===== src/rtl/nfh_pkg.sv =====
package nfh_pkg;
  typedef enum logic [1:0] {K_CMD = 2'd0, K_ADDR = 2'd1, K_DATA = 2'd2, K_READ = 2'd3} kind_e;
  typedef enum logic [1:0] {S_IDLE = 2'd0, S_LOW = 2'd1, S_HIGH = 2'd2} seq_e;

  localparam int DW = 16;

  typedef struct packed {
    kind_e         kind;
    logic [DW-1:0] val;
  } entry_t;

  localparam logic [3:0] A_CTRL  = 4'h0;
  localparam logic [3:0] A_STAT  = 4'h1;
  localparam logic [3:0] A_EVT   = 4'h2;
  localparam logic [3:0] A_MASK  = 4'h3;
  localparam logic [3:0] A_CMD   = 4'h4;
  localparam logic [3:0] A_ADDR  = 4'h5;
  localparam logic [3:0] A_WDAT  = 4'h6;
  localparam logic [3:0] A_RREQ  = 4'h7;
  localparam logic [3:0] A_RDAT  = 4'h8;
endpackage


===== src/rtl/nfh_queue.sv =====
module nfh_queue #(
  parameter int DEPTH = 4,
  parameter int W     = 18
) (
  input  logic         clk,
  input  logic         rst_n,
  input  logic         push,
  input  logic         pop,
  input  logic [W-1:0] din,
  output logic [W-1:0] dout,
  output logic         full,
  output logic         empty
);
  localparam int PW = (DEPTH > 1) ? $clog2(DEPTH) : 1;
  localparam int CW = $clog2(DEPTH + 1);

  logic [W-1:0]  mem [DEPTH];
  logic [PW-1:0] wp_q, wp_d, rp_q, rp_d;
  logic [CW-1:0] cnt_q, cnt_d;
  logic          do_push, do_pop;

  assign full    = (cnt_q == CW'(DEPTH));
  assign empty   = (cnt_q == '0);
  assign do_push = push && !full;
  assign do_pop  = pop && !empty;
  assign dout    = mem[rp_q];

  always_comb begin
    wp_d  = wp_q;
    rp_d  = rp_q;
    cnt_d = cnt_q;
    if (do_push) wp_d = (wp_q == PW'(DEPTH - 1)) ? '0 : wp_q + 1'b1;
    if (do_pop)  rp_d = (rp_q == PW'(DEPTH - 1)) ? '0 : rp_q + 1'b1;
    if (do_push && !do_pop) cnt_d = cnt_q + 1'b1;
    else if (do_pop && !do_push) cnt_d = cnt_q - 1'b1;
  end

  always_ff @(posedge clk or negedge rst_n) begin
    if (!rst_n) begin
      wp_q  <= '0;
      rp_q  <= '0;
      cnt_q <= '0;
    end else begin
      wp_q  <= wp_d;
      rp_q  <= rp_d;
      cnt_q <= cnt_d;
    end
  end

  always_ff @(posedge clk) begin
    if (do_push) mem[wp_q] <= din;
  end

  AST_QUEUE_BOUND: assert property (@(posedge clk) disable iff (!rst_n)
    cnt_q <= CW'(DEPTH));
endmodule


===== src/rtl/nfh_rb_sync.sv =====
module nfh_rb_sync (
  input  logic clk,
  input  logic rst_n,
  input  logic rb_async,
  output logic rb_sync,
  output logic rb_rise
);
  logic meta_q, sync_q, prev_q;

  always_ff @(posedge clk or negedge rst_n) begin
    if (!rst_n) begin
      meta_q <= 1'b1;
      sync_q <= 1'b1;
      prev_q <= 1'b1;
    end else begin
      meta_q <= rb_async;
      sync_q <= meta_q;
      prev_q <= sync_q;
    end
  end

  assign rb_sync = sync_q;
  assign rb_rise = sync_q && !prev_q;
endmodule


===== src/rtl/nfh_bus_seq.sv =====
module nfh_bus_seq
  import nfh_pkg::*;
#(
  parameter int DLYW = 4
) (
  input  logic            clk,
  input  logic            rst_n,
  input  logic            q_empty,
  input  entry_t          q_head,
  output logic            q_pop,
  input  logic            wide,
  input  logic [DLYW-1:0] wr_dly,
  input  logic [DLYW-1:0] rd_dly,
  input  logic [DW-1:0]   dq_in,
  output logic            ce_n,
  output logic            cle,
  output logic            ale,
  output logic            we_n,
  output logic            re_n,
  output logic [DW-1:0]   dq_out,
  output logic            dq_oe,
  output logic            rd_done,
  output logic [DW-1:0]   rd_data,
  output logic            cyc_done
);
  localparam int HALF = DW / 2;

  seq_e            st_q, st_d;
  logic [DLYW-1:0] cnt_q, cnt_d, lim_q;
  kind_e           kind_q;
  logic [DW-1:0]   val_q, rd_q, load_val;
  logic            wide_q, load;

  always_comb begin
    case (q_head.kind)
      K_CMD, K_ADDR: load_val = {{(DW-HALF){1'b0}}, q_head.val[HALF-1:0]};
      K_DATA:        load_val = wide ? q_head.val : {{(DW-HALF){1'b0}}, q_head.val[HALF-1:0]};
      default:       load_val = '0;
    endcase
  end

  always_comb begin
    st_d    = st_q;
    cnt_d   = cnt_q;
    load    = 1'b0;
    rd_done = 1'b0;
    case (st_q)
      S_IDLE: if (!q_empty) begin
        st_d  = S_LOW;
        cnt_d = '0;
        load  = 1'b1;
      end
      S_LOW: if (cnt_q == lim_q) begin
        st_d    = S_HIGH;
        rd_done = (kind_q == K_READ);
      end else begin
        cnt_d = cnt_q + 1'b1;
      end
      default: st_d = S_IDLE;
    endcase
  end

  always_ff @(posedge clk or negedge rst_n) begin
    if (!rst_n) begin
      st_q  <= S_IDLE;
      cnt_q <= '0;
      rd_q  <= '0;
    end else begin
      st_q  <= st_d;
      cnt_q <= cnt_d;
      if (rd_done) rd_q <= wide_q ? dq_in : {{(DW-HALF){1'b0}}, dq_in[HALF-1:0]};
    end
  end

  always_ff @(posedge clk) begin
    if (load) begin
      kind_q <= q_head.kind;
      val_q  <= load_val;
      wide_q <= wide;
      lim_q  <= (q_head.kind == K_READ) ? rd_dly : wr_dly;
    end
  end

  assign q_pop    = load;
  assign cyc_done = (st_q == S_HIGH);
  assign ce_n     = q_empty && (st_q == S_IDLE);
  assign cle      = (st_q != S_IDLE) && (kind_q == K_CMD);
  assign ale      = (st_q != S_IDLE) && (kind_q == K_ADDR);
  assign we_n     = !((st_q == S_LOW) && (kind_q != K_READ));
  assign re_n     = !((st_q == S_LOW) && (kind_q == K_READ));
  assign dq_oe    = (st_q != S_IDLE) && (kind_q != K_READ);
  assign dq_out   = dq_oe ? val_q : '0;
  assign rd_data  = rd_q;

  AST_LATCH_EXCL: assert property (@(posedge clk) disable iff (!rst_n)
    !(cle && ale));
  AST_STROBE_EXCL: assert property (@(posedge clk) disable iff (!rst_n)
    !(!we_n && !re_n));
  AST_WE_GAP: assert property (@(posedge clk) disable iff (!rst_n)
    $rose(we_n) |=> (we_n && re_n));
  AST_RE_GAP: assert property (@(posedge clk) disable iff (!rst_n)
    $rose(re_n) |=> (we_n && re_n));
  AST_CE_COVER: assert property (@(posedge clk) disable iff (!rst_n)
    (!we_n || !re_n) |-> !ce_n);
endmodule


===== src/rtl/nand_host_front.sv =====
module nand_host_front
  import nfh_pkg::*;
#(
  parameter int QDEPTH = 4,
  parameter int DLYW   = 4
) (
  input  logic          clk,
  input  logic          rst_n,
  input  logic          reg_wr,
  input  logic [3:0]    reg_addr,
  input  logic [15:0]   reg_wdata,
  output logic [15:0]   reg_rdata,
  output logic          irq,
  output logic          nand_ce_n,
  output logic          nand_cle,
  output logic          nand_ale,
  output logic          nand_we_n,
  output logic          nand_re_n,
  output logic [15:0]   nand_dq_out,
  output logic          nand_dq_oe,
  input  logic [15:0]   nand_dq_in,
  input  logic          nand_rb
);
  localparam int CTLW  = 1 + 2 * DLYW;
  localparam int RD_LO = 1;
  localparam int WR_LO = 1 + DLYW;
  localparam int NEVT  = 5;

  logic [CTLW-1:0] ctrl_q, ctrl_d;
  logic [NEVT-1:0] evt_q, evt_d, mask_q, mask_d, evt_set, evt_clr;
  logic            q_wr, q_full, q_empty, q_pop;
  entry_t          q_in, q_head;
  logic            rb_sync, rb_rise, rd_done, cyc_done;
  logic [DW-1:0]   rd_data;

  assign q_wr = reg_wr && (reg_addr == A_CMD || reg_addr == A_ADDR ||
                           reg_addr == A_WDAT || reg_addr == A_RREQ);

  always_comb begin
    case (reg_addr)
      A_CMD:   q_in.kind = K_CMD;
      A_ADDR:  q_in.kind = K_ADDR;
      A_WDAT:  q_in.kind = K_DATA;
      default: q_in.kind = K_READ;
    endcase
    q_in.val = reg_wdata;
  end

  nfh_queue #(.DEPTH(QDEPTH), .W($bits(entry_t))) u_queue (
    .clk(clk), .rst_n(rst_n), .push(q_wr), .pop(q_pop),
    .din(q_in), .dout(q_head), .full(q_full), .empty(q_empty)
  );

  nfh_bus_seq #(.DLYW(DLYW)) u_seq (
    .clk(clk), .rst_n(rst_n), .q_empty(q_empty), .q_head(q_head), .q_pop(q_pop),
    .wide(ctrl_q[0]), .wr_dly(ctrl_q[WR_LO +: DLYW]), .rd_dly(ctrl_q[RD_LO +: DLYW]),
    .dq_in(nand_dq_in), .ce_n(nand_ce_n), .cle(nand_cle), .ale(nand_ale),
    .we_n(nand_we_n), .re_n(nand_re_n), .dq_out(nand_dq_out), .dq_oe(nand_dq_oe),
    .rd_done(rd_done), .rd_data(rd_data), .cyc_done(cyc_done)
  );

  nfh_rb_sync u_rb (
    .clk(clk), .rst_n(rst_n), .rb_async(nand_rb), .rb_sync(rb_sync), .rb_rise(rb_rise)
  );

  always_comb begin
    evt_set = {1'b0, rd_done, cyc_done && q_empty, q_wr && q_full, rb_rise};
    evt_clr = (reg_wr && reg_addr == A_EVT) ? reg_wdata[NEVT-1:0] : '0;
    evt_d   = (evt_q & ~evt_clr) | evt_set;
    ctrl_d  = (reg_wr && reg_addr == A_CTRL) ? reg_wdata[CTLW-1:0] : ctrl_q;
    mask_d  = (reg_wr && reg_addr == A_MASK) ? reg_wdata[NEVT-1:0] : mask_q;
  end

  always_ff @(posedge clk or negedge rst_n) begin
    if (!rst_n) begin
      ctrl_q <= '0;
      evt_q  <= '0;
      mask_q <= '0;
    end else begin
      ctrl_q <= ctrl_d;
      evt_q  <= evt_d;
      mask_q <= mask_d;
    end
  end

  always_comb begin
    case (reg_addr)
      A_CTRL:  reg_rdata = 16'(ctrl_q);
      A_STAT:  reg_rdata = {11'd0, q_empty, 2'b00, q_full, rb_sync};
      A_EVT:   reg_rdata = 16'(evt_q);
      A_MASK:  reg_rdata = 16'(mask_q);
      A_RDAT:  reg_rdata = rd_data;
      default: reg_rdata = '0;
    endcase
  end

  assign irq = |(evt_q & mask_q);

  AST_OVF_FLAG: assert property (@(posedge clk) disable iff (!rst_n)
    (q_wr && q_full) |=> evt_q[1]);
  AST_READ_FLAG: assert property (@(posedge clk) disable iff (!rst_n)
    rd_done |=> evt_q[3]);
  AST_RB_FLAG: assert property (@(posedge clk) disable iff (!rst_n)
    rb_rise |=> evt_q[0]);
endmodule


===== config.mk =====
export PLATFORM = sky130hd
export DESIGN_NAME = nand_host_front
export DESIGN_NICKNAME = d
export VERILOG_FILES = /design/src/rtl/nfh_pkg.sv /design/src/rtl/nfh_queue.sv /design/src/rtl/nfh_rb_sync.sv /design/src/rtl/nfh_bus_seq.sv /design/src/rtl/nand_host_front.sv
export SDC_FILE = /design/constraint.sdc
export NUM_CORES = 1
export LEC_CHECK = 0
export BUFFER_PORTS_ARGS = -buffer_cell sky130_fd_sc_hd__buf_2
export CELL_PAD_IN_SITES_DETAIL_PLACEMENT = 1
export CELL_PAD_IN_SITES_GLOBAL_PLACEMENT = 1
export CORE_UTILIZATION = 35
export DETAILED_ROUTE_END_ITERATION = 6
export GPL_ROUTABILITY_DRIVEN = 0
export PLACE_DENSITY_LB_ADDON = 0.1
export SKIP_LAST_GASP = 1
export SLEW_MARGIN = 20
export SYNTH_ARGS = -nofsm -noshare
export SYNTH_HDL_FRONTEND = slang
export SYNTH_SLANG_ARGS = --single-unit
export TNS_END_PERCENT = 100

===== constraint.sdc =====
create_clock -name clk -period 2.03 [get_ports clk]
set_input_delay 0.1015 -clock clk [delete_from_list [all_inputs] [get_ports clk]]
set_output_delay 0.1015 -clock clk [all_outputs]
set_load 0.005 [all_outputs]

# Yosys cells after proc, flatten, opt, wreduce, memory -nomap -nowiden
# Memories as Yosys holds them, arrays and structs flattened.
# Cells that the tools add are included.
# W data, S select, Z words.
[totals]
regBits = 74
out_inout_bits = 39
memories = 1
mem_bits_rw = 72
word_cells = 112
input_bits = 40
[classes]
eq_ne = 23
n_reduce_logical = 39
n_addsub = 5
muxes = 24
bitwise_logic = 4
[memory_table]
columns = ["memory", "depth", "word_bits", "read_ports", "rd_ports_with_merged_regs", "wr", "line", "text"]
rows = [
  ["u_queue.mem", 4, 18, 1, 0, 1, "nfh_queue.sv:17", "logic [W-1:0] mem [DEPTH];"],
]
[ops]
columns = ["cell", "count"]
rows = [
  ["$pmux W16 S5", 1],
  ["$mux W16", 3],
  ["$pmux W16 S2", 1],
  ["$logic_and A1 B1 Y1", 17],
  ["$eq A4 B3 Y1 const B", 4],
  ["$eq A2 B2 Y1 const B", 6],
  ["$mux W4", 3],
  ["$and A5 B5 Y5", 2],
  ["$eq A4 B2 Y1 const B", 2],
  ["$mux W2", 4],
  ["$pmux W4 S2", 1],
  ["$logic_not A1 Y1", 7],
  ["$eq A2 B1 Y1 const B", 3],
  ["$logic_not A2 Y1", 3],
  ["$mux W1", 6],
  ["$mux W3", 2],
  ["$ne A2 B2 Y1 const B", 3],
  ["$pmux W2 S3", 1],
  ["$reduce_bool A2 Y1", 3],
  ["$mux W5", 1],
  ["$not A5 Y5", 1],
  ["$or A5 B4 Y5", 1],
  ["$reduce_or A5 Y1", 1],
  ["$add A2 B1 Y2 const B", 2],
  ["other kinds (15)", 17],
]

# Longest topological paths before layout
[logic_depth]
depth_word = 10
depth_mapped = 10
ltp_nobuf = 9

# By module
# Synthesis repeated with hierarchy kept, for this count alone.
[unflattened]
cells_unflattened = 408
hier_area_um2 = 6349.8
[modules_own_cells]
columns = ["module", "seq_area_each_um2", "instances", "cells_each", "area_each_um2"]
rows = [
  ["nfh_queue", 2337.2, 1, 131, 3034.2],
  ["nfh_bus_seq", 1241.2, 1, 163, 2059.5],
  ["nand_host_front", 475.5, 1, 110, 1163.6],
  ["nfh_rb_sync", 78.8, 1, 4, 92.6],
]

# Worst setup path before layout
# OpenSTA, ideal clock, no wires.
[synth_path]
kind = "reg-to-reg"
from = "register u_queue.cnt_q[0]"
to = "register u_queue.cnt_q[2]"
arrival_time_ns = 2.062
slack_ns = -0.111
synth_period_minus_slack_ns = 2.141
t_required_ns = 1.951
path_buffers = 0
path_stages_with_launch = 9
setup_ns = 0.079
path_cell_list = "dfrtp_1 -> or3_1 -> nand2_1 -> ha_1 -> inv_1 -> fa_1 -> xor2_1 -> nor2_1 -> xor2_1"
[synth_between]
elab_chain_len = 7
elab_cells_between_ends = 17
cone_classes = "2 x add/sub; 1 x eq/ne; 4 x mux; 10 x reduce/logical"
[synth_lines]
columns = ["element", "line", "text"]
rows = [
  ["start: declaration", "nfh_queue.sv:19", "logic [CW-1:0] cnt_q, cnt_d;"],
  ["start signal: assignment", "nfh_queue.sv:46", "cnt_q <= cnt_d;"],
  ["$logic_not A3 Y1", "nfh_queue.sv:23", "assign empty = (cnt_q == '0);"],
  ["$mux W1", "nfh_bus_seq.sv:48", "S_IDLE: if (!q_empty) begin"],
  ["$mux W1", "nfh_bus_seq.sv:47", "case (st_q)"],
  ["$logic_and A1 B1 Y1", "nfh_queue.sv:25", "assign do_pop = pop && !empty;"],
  ["$logic_not A1 Y1", "nfh_queue.sv:34", "if (do_push && !do_pop) cnt_d = cnt_q + 1'b1;"],
  ["$logic_and A1 B1 Y1", "nfh_queue.sv:34", ""],
  ["$mux W3 / $reduce_bool A2 Y1 (equally long branches)", "n/a", ""],
]
# Several ways; a longest one is shown, not always the timed one. The select of a mux whose other input is x is not followed.
# A chain may end at the register's enable or synchronous reset.

# Worst setup path after layout
[layout_path]
from = "register u_queue.cnt_q[2]"
to = "register u_queue.cnt_q[2]"
# Same word-level chain as after synthesis.

==> out/metrics.cfg <==
[drt]
drcViolationCount = 0
wl_mm = 13.71
vias = 3707
detail-route-antenna-nets = 0
drtIter0Drc = 125
viasPerCell = 4.796
first_pass_iters = 4
routedWlPerCell_um = 17.73

[sta]
setup_viol = 0
slew_headroom_pct = 69.33
min_period_ns = 1.953
finalMaxSlewViolations = 0
rsz0062_at_grt = yes
timing.setup.tns_ns = 0
fin_skew_ns = 0.008148
worst_slew_pin_slew_ns = 0.4581
fmax_ghz = 0.5121
hold_violations = 0
period_share_pct = 96.19

[final_layout]
final_nets = 583
antenna_cells = 0
area_growth_pct = 29.27
drive_gt1_share_pct = 35.04

[setup_path]
cp-end-kind = flip-flop
cp.arrival_ns = 2.29
crit_fanout = 3
worstSetupPathType = reg2reg
required_ns = 2.37
cp-start-kind = flip-flop

[floorplan]
dieWidth_um = 134.8
die-area_um2 = 18170
initial_core_util_pct = 35.82
die_h_um = 134.8
ios = 79
rows = 48
core_um2 = 17240

[power_and_ir_drop]
power.density_nw_per_um2 = 1304
power_mw = 10.41
ir_worst_vdd_mv = 0.7581
leakagePower_nw = 3.227

[synth]
synth_commonest_cells = edfxtp_1, dfrtp_1, mux2_2
muxShareOfSynthArea_pct = 14.88
async_reset_ff_share_pct = 34.93
synth_xor_area_share_pct = 0.9931
synthTopCellsByArea = edfxtp_1, dfrtp_1, mux2_2
yosys.cell_count.top_type = edfxtp_1
synth_cells = 389
yosys.area.top_type = edfxtp_1
yosys.area.top_type_share_pct = 46.21
synth_cell_type_count = 46
yosys.area_share.adder_pct = 1.743
ys_seq_area_share_pct = 66.94
synth-simple-area-share_pct = 9.891
ys_seq_elements = 146
ys.flop_type = edfxtp_1
ys_warn_count = 0
synth_edf_count = 95
synth_top_family_by_area = multiplexers
synth.avg_cell_area_um2 = 15.87
synth_nets = 437
synthesis.area_um2 = 6173
synth_compound_area_share_pct = 3.972

[global_routing]
use_met3_pct = 3.791
grtUsageMet1_pct = 21.18
grt_pass1_wl_mm = 21.32
grt_busiest_layer = met2
grt_start_max_net_pins = 51
grt_usage_pct = 16.03
antenna_found_initial = 0
grt_use_met2_pct = 25.95
grt_pass1_vias = 3910
overflow = 0

[cts]
cts.path.max_buffers = 2
clockRootBuffer = clkbuf_16
clk_pin_slew_ns = 0.06
clkLatencyLatePin_ns = 0.42
cts_sinks = 146
numCtsBuffers = 17
htree_levels = 4
cts_tree = yes

[flow_run]
cap_viol_max_count = 0

[placement]
dp_hpwl_mm = 9.544
io_buffers = 78

[outcome]
status = finished clean

[worst_hold_path]
hp-class = in2reg

per-layer routing:
| layer | wire length [µm] | part of all wire (%) | vias up |
|---|---|---|---|
| met1 | 6541 | 48 | 1887 |
| met2 | 6674 | 49 | 39 |
| met5 | 0 | 0 | - |
| li1 | - | - | 1766 |
| met4 | 185 | 1.3 | 0 |
| met3 | 306 | 2.2 | 15 |
stage by stage:
stage | hold slack (ns) | cells | setup slack [ns] | util (%) | cell area, µm²
floorplan | -0.1941 | 389 | 0.03406 | - | 6186
finish | 0.01548 | 773 | 0.07738 | 46.30 | 7980
detailed placement | -0.09865 | 706 | -0.09366 | 40.81 | 7034
global route | 0.01004 | 773 | -0.03421 | 46.30 | 7980
CTS | 0.001833 | 772 | 0.008449 | 46.15 | 7954
global placement | -0.1012 | 706 | 0.003945 | 40.81 | 7034
worst max-delay path, stage by stage (launching register included):
cell	delay (ns)
dfrtp_1	0.41
or3_4	0.41
nand2_4	0.08
ha_4	0.13
inv_1	0.04
fa_1	0.37
xor2_1	0.15
nor2_1	0.13
xor2_1	0.15
worst paths after layout:
path | startpoint | to | slack (ns) | cells after the start
max | u_queue.cnt_q[2]$_DFFE_PN0P_ | u_queue.cnt_q[2]$_DFFE_PN0P_ | 0.08 | 8
min | reg_wdata[3] | u_queue.mem[0][3]$_DFFE_PP_ | 0.02 | 1
max reg2reg | u_queue.cnt_q[2]$_DFFE_PN0P_ | u_queue.cnt_q[2]$_DFFE_PN0P_ | 0.08 | 8
min reg2reg | u_rb.meta_q$_DFF_PN1_ | u_rb.rb_sync$_DFF_PN1_ | 0.36 | 0
max in group asynchronous | rst_n | u_seq.rd_data[9]$_DFFE_PN0P_ | 1.38 | 3
min in group asynchronous | rst_n | u_seq.rd_data[10]$_DFFE_PN0P_ | 0.21 | 3
timing repair:
item,4_1_cts,5_1_grt
buffers inserted,1,1
endpoints found under the setup margin,19,3
hold buffers,33,0
gates resized for setup,3,4
endpoints found under the hold margin,125,0
pin swaps,0,3
cells by family (layout without fill, tap and decap cells):
group	Yosys count	in the layout
flip-flops	146	146
AND/OR/NAND/NOR	111	111
multiplexers	60	60
AO/OA/AOI/OAI	36	36
buffers and inverters	21	180
adder cells (fa/ha/maj)	8	8
XOR/XNOR	7	7
placed cells by master, fill, tap and decap left out, types with 4 or more instances in the layout:
master	count
edfxtp_1	95
buf_2	78
dfrtp_1	48
dlygate4sd3_1	33
mux2_2	29
buf_4	27
nand2_1	22
and2_1	20
clkbuf_16	17
nor2b_1	12
nor2_1	12
mux4_2	10
mux2i_1	10
nand3_1	10
o21ai_0	10
mux4_1	9
o31ai_1	8
and3_1	7
inv_1	7
and2b_1	6
ha_1	6
xnor2_1	5
nor3_1	4
clkinv_2	4
power by group:
| part | switching, mW | internal (mW) | leakage, nW |
|---|---|---|---|
| Combinational | 1.48 | 1.55 | 1.47 |
| Sequential | 0.425 | 3.96 | 1.48 |
| Clock | 1.20 | 1.79 | 0.272 |
cell type report:
type | instances | area, µm²
fillers | 1730 | 9256
well taps | 225 | 281.5
clock buffers | 17 | 425.4
multi-input cells | 222 | 1991
repair buffers | 141 | 983.4
flip-flops and latches | 146 | 4133
inverters | 7 | 26.28
clock inverters | 15 | 140.1
flip-flops by register name, indices dropped and copies added (netlist names), 3 cells and up:
name and count:
u_queue.cnt_q 3, evt_q 5, u_seq.val_q 16, u_seq.rd_data 16, ctrl_q 9, mask_q 5
u_queue.mem 72, u_seq.lim_q 4, u_seq.cnt_q 4
Note: power is estimated with default switching activity, not from simulation.
